`src/rtl/spi_sel_pkg.sv`:
```
package spi_sel_pkg;

    // Which serial clock edge samples the input line
    typedef enum logic {
        PH_LEAD_SAMPLE = 1'b0,
        PH_LEAD_SHIFT  = 1'b1
    } phase_e;

    // Edge pulses in the system clock domain
    typedef struct packed {
        logic smp;
        logic shf;
    } edge_t;

endpackage

```
`src/rtl/spi_sel_sync.sv`:
```
module spi_sel_sync #(
    parameter int              W       = 1,
    parameter int              STAGES  = 2,
    parameter logic [W-1:0]    RST_VAL = '0
) (
    input  logic         clk,
    input  logic         rst_n,
    input  logic [W-1:0] d_i,
    output logic [W-1:0] q_o
);

    logic [STAGES-1:0][W-1:0] chain_d, chain_q;

    always_comb begin
        chain_d[0] = d_i;
        for (int k = 1; k < STAGES; k++) begin
            chain_d[k] = chain_q[k-1];
        end
    end

    always_ff @(posedge clk or negedge rst_n) begin
        if (!rst_n) begin
            chain_q <= {STAGES{RST_VAL}};
        end else begin
            chain_q <= chain_d;
        end
    end

    assign q_o = chain_q[STAGES-1];

endmodule

```
`src/rtl/spi_sel_core.sv`:
```
module spi_sel_core
    import spi_sel_pkg::*;
#(
    parameter int DATA_W = 8,
    parameter bit CPOL   = 1'b0
) (
    input  logic              clk,
    input  logic              rst_n,
    input  logic              cpha_i,
    input  logic              sck_s_i,
    input  logic              ss_s_i,
    input  logic              mosi_s_i,
    input  logic [DATA_W-1:0] tx_pend_i,
    output logic              miso_o,
    output logic              oe_o,
    output logic              done_o,
    output logic [DATA_W-1:0] rx_byte_o
);

    localparam int          CW   = (DATA_W > 2) ? $clog2(DATA_W) : 1;
    localparam logic [CW-1:0] LAST = CW'(DATA_W - 1);

    typedef struct packed {
        logic              sck_prev;
        logic              ss_prev;
        logic              active;
        logic              fresh;
        logic [CW-1:0]     cnt;
        logic [DATA_W-2:0] rx_sh;
        logic [DATA_W-1:0] tx_sh;
        logic              oe;
        logic              done;
        logic [DATA_W-1:0] rx_byte;
    } core_st_t;

    core_st_t    st_d, st_q;
    phase_e      ph;
    edge_t       ev;
    logic        sck_n;
    logic        lead, trail;
    logic [DATA_W-1:0] rx_nxt;

    assign ph = phase_e'(cpha_i);

    always_comb begin
        sck_n  = sck_s_i ^ CPOL;
        lead   = sck_n & ~st_q.sck_prev;
        trail  = ~sck_n & st_q.sck_prev;
        ev.smp = (ph == PH_LEAD_SAMPLE) ? lead  : trail;
        ev.shf = (ph == PH_LEAD_SAMPLE) ? trail : lead;
        rx_nxt = {st_q.rx_sh, mosi_s_i};

        st_d          = st_q;
        st_d.done     = 1'b0;
        st_d.sck_prev = sck_n;
        st_d.ss_prev  = ss_s_i;
        st_d.oe       = ~ss_s_i;

        if (ss_s_i) begin
            // deselected: abort and ignore the clock
            st_d.active = 1'b0;
            st_d.cnt    = '0;
        end else if (st_q.ss_prev) begin
            // select fall: new frame, load the pending byte
            st_d.active = 1'b1;
            st_d.cnt    = '0;
            st_d.fresh  = 1'b1;
            st_d.rx_sh  = '0;
            st_d.tx_sh  = tx_pend_i;
        end else if (st_q.active) begin
            if (ev.smp) begin
                st_d.rx_sh = rx_nxt[DATA_W-2:0];
                if (st_q.cnt == LAST) begin
                    st_d.done    = 1'b1;
                    st_d.rx_byte = rx_nxt;
                    st_d.cnt     = '0;
                    if (ph == PH_LEAD_SHIFT) begin
                        st_d.tx_sh = tx_pend_i;
                        st_d.fresh = 1'b1;
                    end else begin
                        st_d.active = 1'b0;
                    end
                end else begin
                    st_d.cnt = st_q.cnt + 1'b1;
                end
            end
            if (ev.shf) begin
                if ((ph == PH_LEAD_SHIFT) && st_q.fresh) begin
                    st_d.fresh = 1'b0;
                end else begin
                    st_d.tx_sh = {st_q.tx_sh[DATA_W-2:0], 1'b0};
                end
            end
        end
    end

    always_ff @(posedge clk or negedge rst_n) begin
        if (!rst_n) begin
            st_q          <= '0;
            st_q.ss_prev  <= 1'b1;
        end else begin
            st_q <= st_d;
        end
    end

    assign miso_o    = st_q.tx_sh[DATA_W-1];
    assign oe_o      = st_q.oe;
    assign done_o    = st_q.done;
    assign rx_byte_o = st_q.rx_byte;

    // a byte completion lasts one cycle
    assert_done_pulse_R6: assert property (@(posedge clk) disable iff (!rst_n)
        st_q.done |=> !st_q.done);

endmodule

```
`src/rtl/spi_sel_hold.sv`:
```
module spi_sel_hold #(
    parameter int DATA_W = 8
) (
    input  logic              clk,
    input  logic              rst_n,
    input  logic [DATA_W-1:0] tx_data_i,
    input  logic              tx_load_i,
    input  logic              done_i,
    input  logic [DATA_W-1:0] rx_byte_i,
    input  logic              rx_read_i,
    output logic [DATA_W-1:0] tx_pend_o,
    output logic [DATA_W-1:0] rx_data_o,
    output logic              rx_valid_o,
    output logic              overrun_o
);

    typedef struct packed {
        logic [DATA_W-1:0] pend;
        logic [DATA_W-1:0] rx;
        logic              valid;
        logic              unread;
        logic              ovr;
    } hold_st_t;

    hold_st_t h_d, h_q;

    always_comb begin
        h_d       = h_q;
        h_d.valid = done_i;
        if (tx_load_i) begin
            h_d.pend = tx_data_i;
        end
        if (rx_read_i) begin
            h_d.ovr    = 1'b0;
            h_d.unread = 1'b0;
        end
        if (done_i) begin
            h_d.rx     = rx_byte_i;
            h_d.unread = 1'b1;
            if (h_q.unread && !rx_read_i) begin
                h_d.ovr = 1'b1;
            end
        end
    end

    always_ff @(posedge clk or negedge rst_n) begin
        if (!rst_n) begin
            h_q <= '0;
        end else begin
            h_q <= h_d;
        end
    end

    assign tx_pend_o  = h_q.pend;
    assign rx_data_o  = h_q.rx;
    assign rx_valid_o = h_q.valid;
    assign overrun_o  = h_q.ovr;

    // overrun only rises on a byte completion
    assert_overrun_cause_R9: assert property (@(posedge clk) disable iff (!rst_n)
        $rose(h_q.ovr) |-> $past(done_i));

    // an acknowledge without a completion clears the flag
    assert_read_clears_R9: assert property (@(posedge clk) disable iff (!rst_n)
        (rx_read_i && !done_i) |=> !h_q.ovr);

    // valid strobe is a single cycle
    assert_valid_pulse_R6: assert property (@(posedge clk) disable iff (!rst_n)
        h_q.valid |=> !h_q.valid);

endmodule

```
`src/rtl/spi_sel_slave.sv`:
```
module spi_sel_slave #(
    parameter int DATA_W = 8,
    parameter bit CPOL   = 1'b0,
    parameter int SYNC_N = 2
) (
    input  logic              clk,
    input  logic              rst_n,
    input  logic              cpha_i,
    input  logic              sck_i,
    input  logic              ss_n_i,
    input  logic              mosi_i,
    output logic              miso_o,
    output logic              miso_oe_o,
    input  logic [DATA_W-1:0] tx_data_i,
    input  logic              tx_load_i,
    output logic [DATA_W-1:0] rx_data_o,
    output logic              rx_valid_o,
    input  logic              rx_read_i,
    output logic              overrun_o
);

    localparam logic [2:0] PIN_RST = {CPOL, 1'b1, 1'b0};

    logic [2:0]        pins_s;
    logic              sck_s, ss_s, mosi_s;
    logic              done;
    logic [DATA_W-1:0] rx_byte;
    logic [DATA_W-1:0] tx_pend;

    spi_sel_sync #(.W(3), .STAGES(SYNC_N), .RST_VAL(PIN_RST)) u_sync (
        .clk   (clk),
        .rst_n (rst_n),
        .d_i   ({sck_i, ss_n_i, mosi_i}),
        .q_o   (pins_s)
    );

    assign sck_s  = pins_s[2];
    assign ss_s   = pins_s[1];
    assign mosi_s = pins_s[0];

    spi_sel_core #(.DATA_W(DATA_W), .CPOL(CPOL)) u_core (
        .clk       (clk),
        .rst_n     (rst_n),
        .cpha_i    (cpha_i),
        .sck_s_i   (sck_s),
        .ss_s_i    (ss_s),
        .mosi_s_i  (mosi_s),
        .tx_pend_i (tx_pend),
        .miso_o    (miso_o),
        .oe_o      (miso_oe_o),
        .done_o    (done),
        .rx_byte_o (rx_byte)
    );

    spi_sel_hold #(.DATA_W(DATA_W)) u_hold (
        .clk        (clk),
        .rst_n      (rst_n),
        .tx_data_i  (tx_data_i),
        .tx_load_i  (tx_load_i),
        .done_i     (done),
        .rx_byte_i  (rx_byte),
        .rx_read_i  (rx_read_i),
        .tx_pend_o  (tx_pend),
        .rx_data_o  (rx_data_o),
        .rx_valid_o (rx_valid_o),
        .overrun_o  (overrun_o)
    );

    // pad driver released once select is seen high
    assert_oe_off_R2: assert property (@(posedge clk) disable iff (!rst_n)
        ss_s |=> !miso_oe_o);

    // no received byte while deselected
    assert_no_byte_deselected_R8: assert property (@(posedge clk) disable iff (!rst_n)
        (ss_s && $past(ss_s) && $past(ss_s, 2)) |-> !rx_valid_o);

endmodule

```
`config.mk`:
```
export PLATFORM = sky130hd
export DESIGN_NAME = spi_sel_slave
export DESIGN_NICKNAME = d
export VERILOG_FILES = /design/src/rtl/spi_sel_pkg.sv /design/src/rtl/spi_sel_sync.sv /design/src/rtl/spi_sel_core.sv /design/src/rtl/spi_sel_hold.sv /design/src/rtl/spi_sel_slave.sv
export SDC_FILE = /design/constraint.sdc
export NUM_CORES = 1
export LEC_CHECK = 0
export CAP_MARGIN = 40
export CORE_UTILIZATION = 55
export DETAILED_ROUTE_END_ITERATION = 8
export HOLD_SLACK_MARGIN = 0.1
export PLACE_DENSITY_LB_ADDON = 0.2
export RECOVER_POWER = 25
export SLEW_MARGIN = 5
export SYNTH_ARGS = -nofsm -noshare
export SYNTH_HDL_FRONTEND = slang
export SYNTH_HIERARCHICAL = 1
export SYNTH_SLANG_ARGS = --single-unit
export TNS_END_PERCENT = 5
```
`constraint.sdc`:
```
create_clock -name clk -period 2.6 [get_ports clk]
set_input_delay 0.65 -clock clk [delete_from_list [all_inputs] [get_ports clk]]
set_output_delay 0.65 -clock clk [all_outputs]
set_load 0.01 [all_outputs]
```
* After elaboration in Yosys (flattened, before gate mapping)
Index checks and enable logic that the tools add are counted.
** Operators by class
- $add $sub $neg :: 1
- Equality and inequality tests :: 1
- Muxes and demuxes :: 25
- Bitwise gates (word level) :: 6
- Reductions and logical operators :: 12
** Operators with widths (count)
- $mux W20 :: 3
- $mux W9 :: 5
- $mux W8 :: 4
- $mux W1 :: 8
- $mux W2 :: 3
- $mux W3 :: 2
- $reduce_bool A2 Y1 :: 3
- $reduce_bool A3 Y1 :: 2
- $reduce_and A5 Y1 :: 1
- $not A1 Y1 :: 4
- $reduce_and A2 Y1 :: 2
- $add A3 B1 Y3 const B :: 1
- $eq A3 B3 Y1 const B :: 1
- $reduce_and A3 Y1 :: 1
- $and A1 B1 Y1 :: 2
- $logic_and A1 B1 Y1 :: 2
- $logic_not A1 Y1 :: 1
** Storage, ports and cells
- Register bits after elaboration :: 57
- Bits of input ports :: 16
- Output and inout bits :: 12
- Logic and storage cells :: 62

* Logic depth before layout (Yosys ltp)
Gate-level depths: netlist of run 1.
- Depth in word-level cells :: 9
- Gate-level depth with buffers :: 6

* Hierarchy
The synthesis of run 1 kept the hierarchy.
** Modules (own cells, without submodules)
- spi_sel_core :: instances 1, cells each 131, area each 1566.5 µm², seq. area each 802.0 µm²
- spi_sel_hold :: instances 1, cells each 57, area each 879.6 µm², seq. area each 475.5 µm²
- spi_sel_sync :: instances 1, cells each 6, area each 152.6 µm², seq. area each 152.6 µm²

* Worst setup path before layout of run 1
OpenSTA, ideal clock, no wires.
- Path type :: input -> register
- Start :: input port cpha_i
- End :: register u_core.st_q, in the netlist u_core/rx_byte_o[0]
- Library setup time :: 0.125 ns
- Arrival time :: 1.804 ns
- Required time :: 2.475 ns
- Slack :: 0.671 ns
- Stages on the path :: 5
- Buffers on the path :: 1
- Cell sequence :: buf_6 -> or3b_4 -> a211oi_4 -> nand2_2 -> mux2_2
** Between the ends
- Word-level cells in the longest chain between the ends :: 2
** RTL lines
- start: declaration :: RTL line spi_sel_slave.sv:8 : input logic cpha_i,
- $mux W1 :: RTL line spi_sel_core.sv:49 : ev.smp = (ph == PH_LEAD_SAMPLE) ? lead : trail;
- $reduce_and A5 Y1 (no line)
- end signal: assignment :: RTL line spi_sel_core.sv:102 : st_q <= st_d;
- end: declaration :: RTL line spi_sel_core.sv:36 : core_st_t st_d, st_q;
No other way between the ends.
A chain may end at the register's enable or synchronous reset.

* Worst setup path after layout of run 1
- Start :: input port cpha_i
- End :: register u_core.st_q, in the netlist u_core/rx_byte_o[7]
The elaborated chain is that of the path after synthesis.

==> out/results.ini, run 1 <==
[status]
outcome=finished, violations left
violations=design-rule violations

[cts]
cts_resized=0
clk_latency_ns=0.33
cts_tree=done
clk_pin_slew_worst_paths_ns=0.06
clk_path_buf_depth=2
post_cts_buffers=0
ctsHoldBuffers=0
cts.sinks=57
numCtsBuffers=9
cts_htree_levels=3
clock-root-buffer=clkbuf_8

[placed_design]
post-place-ws_ns=0.2547
hpwl_um=2876
placed_cells=247
port_buffers=27
routabilityCongestion=0.7755

[logic_synthesis]
synthCells=194
syn_area_um2=2599
synth_area_leaders=dfrtp_1, mux2_4, buf_4
syn_nets=213
synth_top_area_frac=0.5200
synth_area_per_cell_um2=13.40
synth.largest_area_cell=dfrtp_1
synth_warnings=6
ys_types=32
ys_seq_area_frac=0.5503
ys_ff_latch=57

[drt]
wirelength_um=4297
num_vias=1471
ant_nets=0
wire_per_inst_um=16.34
first_iter_violations=86
routed_via_density=5.593
dr.pass1.iters=6
drc=6

[floorplan]
io_pins=28
num_rows=24
fp.coreArea_um2=4444
die_w_um=70.74
dieArea_um2=5004
die_h_um=70.74
start_util=0.5847

[job]
drv_cap=0

[worst_hold_path]
min_path_cells=0
hold_class=flip-flop to flip-flop
holdPathEnd=u_sync/q_o[2]
min_from=u_sync/chain_d[5]

[timing]
grt_setup_unrepaired=no
tns_ns=0
relSlewSlack=0.1231
post-route-min-period_ns=2.004
setup_viol=0
fmax_mhz=499.0
period_share=0.7707
worst_slack_ns=0.5962
slew_viol_final=0
fin_skew_ns=0.005684
hold_viol=0
tightest_slew_ns=1.315

[global_routing]
grt_pass1_wl_um=7431
grt_usage=0.1986
antenna_found_initial=0
grt_max_degree=58
overflow=0
grt_pass1_vias=1570

[setup_path]
critPathMaxStageDelay_ns=0.47
path_class=input pin to flip-flop
rr_worst_depth=7
cp-start-kind=input pin
crit_arrival_ns=2.22
required_ns=2.81
r2r_slack_ns=0.70
path_max_fanout=8
worstPathCellList=clkdlybuf4s50_1 > buf_4 > nand3b_1 > a211oi_4 > nand2_2 > mux2_2
end_kind=flip-flop
reg2reg_from=u_core/st_q[25]
slowest_stage=clkdlybuf4s50_1
rr_endpoint=u_core/st_q[14]

[power]
peakVddDrop_mv=0.3596
p_leak_nw=1.407
p_total_mw=2.172
powerDensity_nw_per_um2=729.4

[finish]
final_nets=225
drive_gt1_frac=0.2844
regArea_um2=1430
multi_input_area_um2=923.4
layoutNonFillerInstCount=263
area_growth_syn_to_layout_pct=14.59
diodes=0
fillers=335

## power by group
group | internal [mW] | leakage, nW | switching [mW]
registers | 0.940 | 0.727 | 0.0469
clock network | 0.661 | 0.120 | 0.336
logic | 0.106 | 0.560 | 0.0813
## metal layers
metal  track usage  up-vias  routed length, µm  part of all wire
met3       0.05983        7                182             0.042
met1        0.2548      743               1931              0.45
met4       0.09333        0                 76             0.018
li1              -      693                  -                 -
met2        0.3120       28               2107              0.49
met5             0        -                  0                 0
## through the flow
step           utilization  cell area, µm²  hold slack [ns]
2_1_floorplan            -            2599           0.3312
3_3_place_gp        0.6185            2749           0.3336
3_5_place_dp        0.6185            2749           0.3365
4_1_cts             0.6734            2993           0.3062
5_1_grt             0.6700            2978           0.3603
6_report            0.6700            2978           0.3554
## worst max-delay path by stage
stage / cells after the start / slack (ns) / to / from
3_3_place_gp: 5 / 0.29 / u_core/rx_byte_o[7] / cpha_i
3_5_place_dp: 6 / 0.25 / u_core/rx_byte_o[2] / cpha_i
6_report: 6 / 0.60 / u_core/rx_byte_o[7] / cpha_i
4_1_cts: 6 / 0.61 / u_core/rx_byte_o[2] / cpha_i
5_1_grt: 6 / 0.52 / u_core/rx_byte_o[2] / cpha_i
2_1_floorplan: 5 / 0.67 / u_core/rx_byte_o[0] / cpha_i
## cell usage after synthesis
cell       n
clkbuf_1   3
a31oi_2    1
or3b_4     1
nor3_1     2
nand3b_1   2
ha_1       3
a211oi_4   1
o21ai_1    1
o21ai_0    1
buf_6      3
nor2_1     8
a41oi_1    1
nor3b_1    1
a21o_2     1
mux2_2    15
mux2i_1    9
nand4b_1   1
nand2_2    1
a22o_1    10
nor2b_1    1
o22ai_1    7
buf_2      1
inv_1      4
a21oi_1    3
a31oi_1    7
mux2_4    16
nand2_1    6
dfstp_2    3
nand2b_1   2
buf_4     24
and2_1     1
dfrtp_1   54
## critical path: cells and delay by family
family          cells  cell delay, ns
compound gates      1            0.30
mux                 1            0.31
buf+inv             2            0.61
simple gates        2            0.34
## layout make-up
cell class,instances,share of cell area
Clock buffer,11,0.04748
Clock inverter,5,0.03445
Inverter,4,0.005042
Multi-Input combinational cell,102,0.3101
Sequential cell,57,0.4803
Tap cell,52,0.02185
Timing Repair Buffer,32,0.1008
## logic make-up (layout without fill, tap and decap cells)
family | count (synthesis) | after routing | share of synthesized area
flip-flops | 57 | 57 | 0.5503
multiplexers | 40 | 40 | 0.1921
buffers and inverters | 35 | 52 | 0.09436
AO/OA/AOI/OAI | 33 | 33 | 0.09629
AND/OR/NAND/NOR | 26 | 26 | 0.05248
adder cells (fa/ha/maj) | 3 | 3 | 0.01445
## registers in the layout (all words and copies together) (netlist names)
signal             cells
u_core/rx_nxt          7
u_core/st_q           14
u_hold/tx_pend_o       8
u_hold/h_q             1
u_hold/rx_data_o       8
u_core/miso_o          1
u_hold/rx_valid_o      1
u_sync/chain_d         3
u_sync/q_o             3
u_core/rx_byte_o       8
u_core/oe_o            1
u_hold/overrun_o       1
u_core/done_o          1
## placed cells by master (no fill, tap or decap)
master / instances
a41oi_1: 1
nor3_1: 2
a21oi_1: 3
nand3b_1: 2
clkbuf_2: 1
clkbuf_8: 10
or3b_4: 1
inv_1: 4
dfrtp_1: 54
nand2b_1: 2
clkinvlp_4: 1
nand4b_1: 1
buf_2: 1
nand2_1: 6
nor3b_1: 1
dfstp_2: 3
nor2_1: 8
and2_1: 1
clkbuf_1: 1
mux2_4: 16
mux2_2: 15
bufinv_16: 3
ha_1: 3
o22ai_1: 7
nor2b_1: 1
nand2_2: 1
clkdlybuf4s50_1: 26
clkinv_2: 1
o21ai_1: 1
a22o_1: 10
a31oi_1: 7
o21ai_0: 1
a211oi_4: 1
a31oi_2: 1
a21o_2: 1
mux2i_1: 9
buf_4: 4
Power figures use the tool's default switching activity.
==> run 2, diff against run 1 <==
==> constraint.sdc (replaced) <==
create_clock -name clk -period 1.9 [get_ports clk]
set_input_delay 0.475 -clock clk [delete_from_list [all_inputs] [get_ports clk]]
set_output_delay 0.475 -clock clk [all_outputs]
set_load 0.01 [all_outputs]
==> run 2 against run 1 <==
- the flow still finishes with violations (design-rule violations)
- final area is 0.88% lower
- sequential share of layout area is 0.43 points higher
- wire length is 0.95% higher
- highest routed layer unchanged
==> out/results.ini, run 2 (same netlist as run 1, synthesis figures left out) <==
[power]
p_switching_uw=612.4
powerDensity_nw_per_um2=876.7
clkPwrFrac=0.378
swShare=0.2367
seqPwrFrac=0.522
pwr-share-comb=0.100
p_leak_nw=1.412
peakVddDrop_mv=0.4836
power.internal_mw=1.975

[floorplan]
fp.coreArea_um2=4444
num_rows=24
start_util=0.5847
io_pins=28
die_w_um=70.74
dieArea_um2=5004
die_h_um=70.74

[drt]
first_iter_violations=89
ant_nets=0
drc=6
dr.pass1.iters=6
wire_per_inst_um=16.25
routed_via_density=5.569
wirelength_um=4338
num_vias=1487

[setup_path]
r2r_slack_ns=0.12
cp-start-kind=input pin
crit_arrival_ns=2.01
rr_worst_depth=7
end_kind=flip-flop
rr_endpoint=u_core/st_q[12]
path_class=input pin to flip-flop
path_max_fanout=8
required_ns=2.11
reg2reg_from=u_core/st_q[25]

[global_routing]
grt_pass1_vias=1522
grt_usage=0.1896
antenna_found_initial=0
grt_pass1_wl_um=7058
overflow=0
grt_max_degree=58

[timing]
tightest_slew_ns=1.329
hold_viol=0
fmax_mhz=555.2
tns_ns=0
relSlewSlack=0.1138
slew_viol_final=0
fin_skew_ns=0.008254
grt_setup_unrepaired=no
period_share=0.9480
post-route-min-period_ns=1.801
setup_viol=0

[finish]
drive_gt1_frac=0.3023
top_register=u_core/st_q
final_common_cell=dfrtp_1
largest_reg_flops=14
postLayoutCellArea_um2=2952
most-common-layout-cells=dfrtp_1, clkdlybuf4s50_1, mux2_4
final_nets=229
area_growth_syn_to_layout_pct=13.58
diodes=0

[cts]
cts_resized=0
cts.sinks=57
ctsHoldBuffers=0
numCtsBuffers=9
cts_htree_levels=3
post_cts_buffers=0
clk_pin_slew_worst_paths_ns=0.06
clk_latency_ns=0.33
clk_path_buf_depth=2
clock-root-buffer=clkbuf_8
cts_tree=done

[worst_hold_path]
min_from=u_sync/chain_d[3]
hold_class=flip-flop to flip-flop
holdPathEnd=u_sync/q_o[0]
min_path_cells=0

[placed_design]
dpl_cell_area_um2=2779
hpwl_um=2844
port_buffers=27
routabilityCongestion=0.8085

[status]
outcome=finished, violations left
violations=design-rule violations

[job]
drv_cap=0

run 2: area by class of cell:
cell class	count	area (µm²)
Sequential cell	57	1430
Inverter	4	15.01
Clock buffer	13	158.9
Clock inverter	3	15.01
Multi-Input combinational cell	102	933.4
Fill cell	342	1493
Tap cell	52	65.06
Timing Repair Buffer	36	334.1
run 2: metal layers:
layer / global-route usage / wire length (µm) / vias to the layer above
li1: - / - / 699
met1: 0.2373 / 1904 / 745
met2: 0.2938 / 2157 / 33
met3: 0.07407 / 209 / 10
met4: 0.08444 / 66 / 0
met5: 0 / 0 / -
run 2: metrics by stage:
step | hold slack [ns] | utilization | setup slack (ns) | total power, mW | instances
floorplan | 0.1794 | - | 0.1462 | 1.545 | 194
global placement | 0.3338 | 0.6253 | -0.2520 | 1.619 | 251
detailed placement | 0.3357 | 0.6253 | -0.2802 | 1.636 | 251
CTS | 0.1394 | 0.6644 | 0.05029 | 2.620 | 267
global route | 0.3500 | 0.6641 | 0.02981 | 2.698 | 267
finish | 0.3465 | 0.6641 | 0.09884 | 2.588 | 267
run 2: how the worst max path moves through the flow:
stage	endpoint	cells after the start	slack, ns	startpoint
4_1_cts	u_core/st_q[12]	7	0.05	u_core/st_q[25]
2_1_floorplan	u_core/rx_byte_o[0]	5	0.15	cpha_i
3_5_place_dp	u_core/rx_byte_o[4]	5	-0.28	cpha_i
5_1_grt	u_core/rx_byte_o[5]	5	0.03	cpha_i
6_report	u_core/rx_byte_o[4]	5	0.1	cpha_i
3_3_place_gp	u_core/rx_byte_o[7]	5	-0.25	cpha_i
run 2: critical path, cell delays in order:
cell,delay (ns)
clkdlybuf4s50_1,0.43
or3b_4,0.41
a211oi_4,0.26
nand2_4,0.13
mux2_2,0.30
run 2: power by group through the flow:
| stage | Clock (mW) | Sequential [mW] | Combinational [mW] |
|---|---|---|---|
| finish | 0.979 | 1.35 | 0.259 |
| global route | 1.05 | 1.36 | 0.288 |
| CTS | 1.00 | 1.35 | 0.267 |
| detailed placement | 0 | 1.37 | 0.266 |
| global placement | 0 | 1.36 | 0.256 |
| floorplan | 0 | 1.35 | 0.198 |
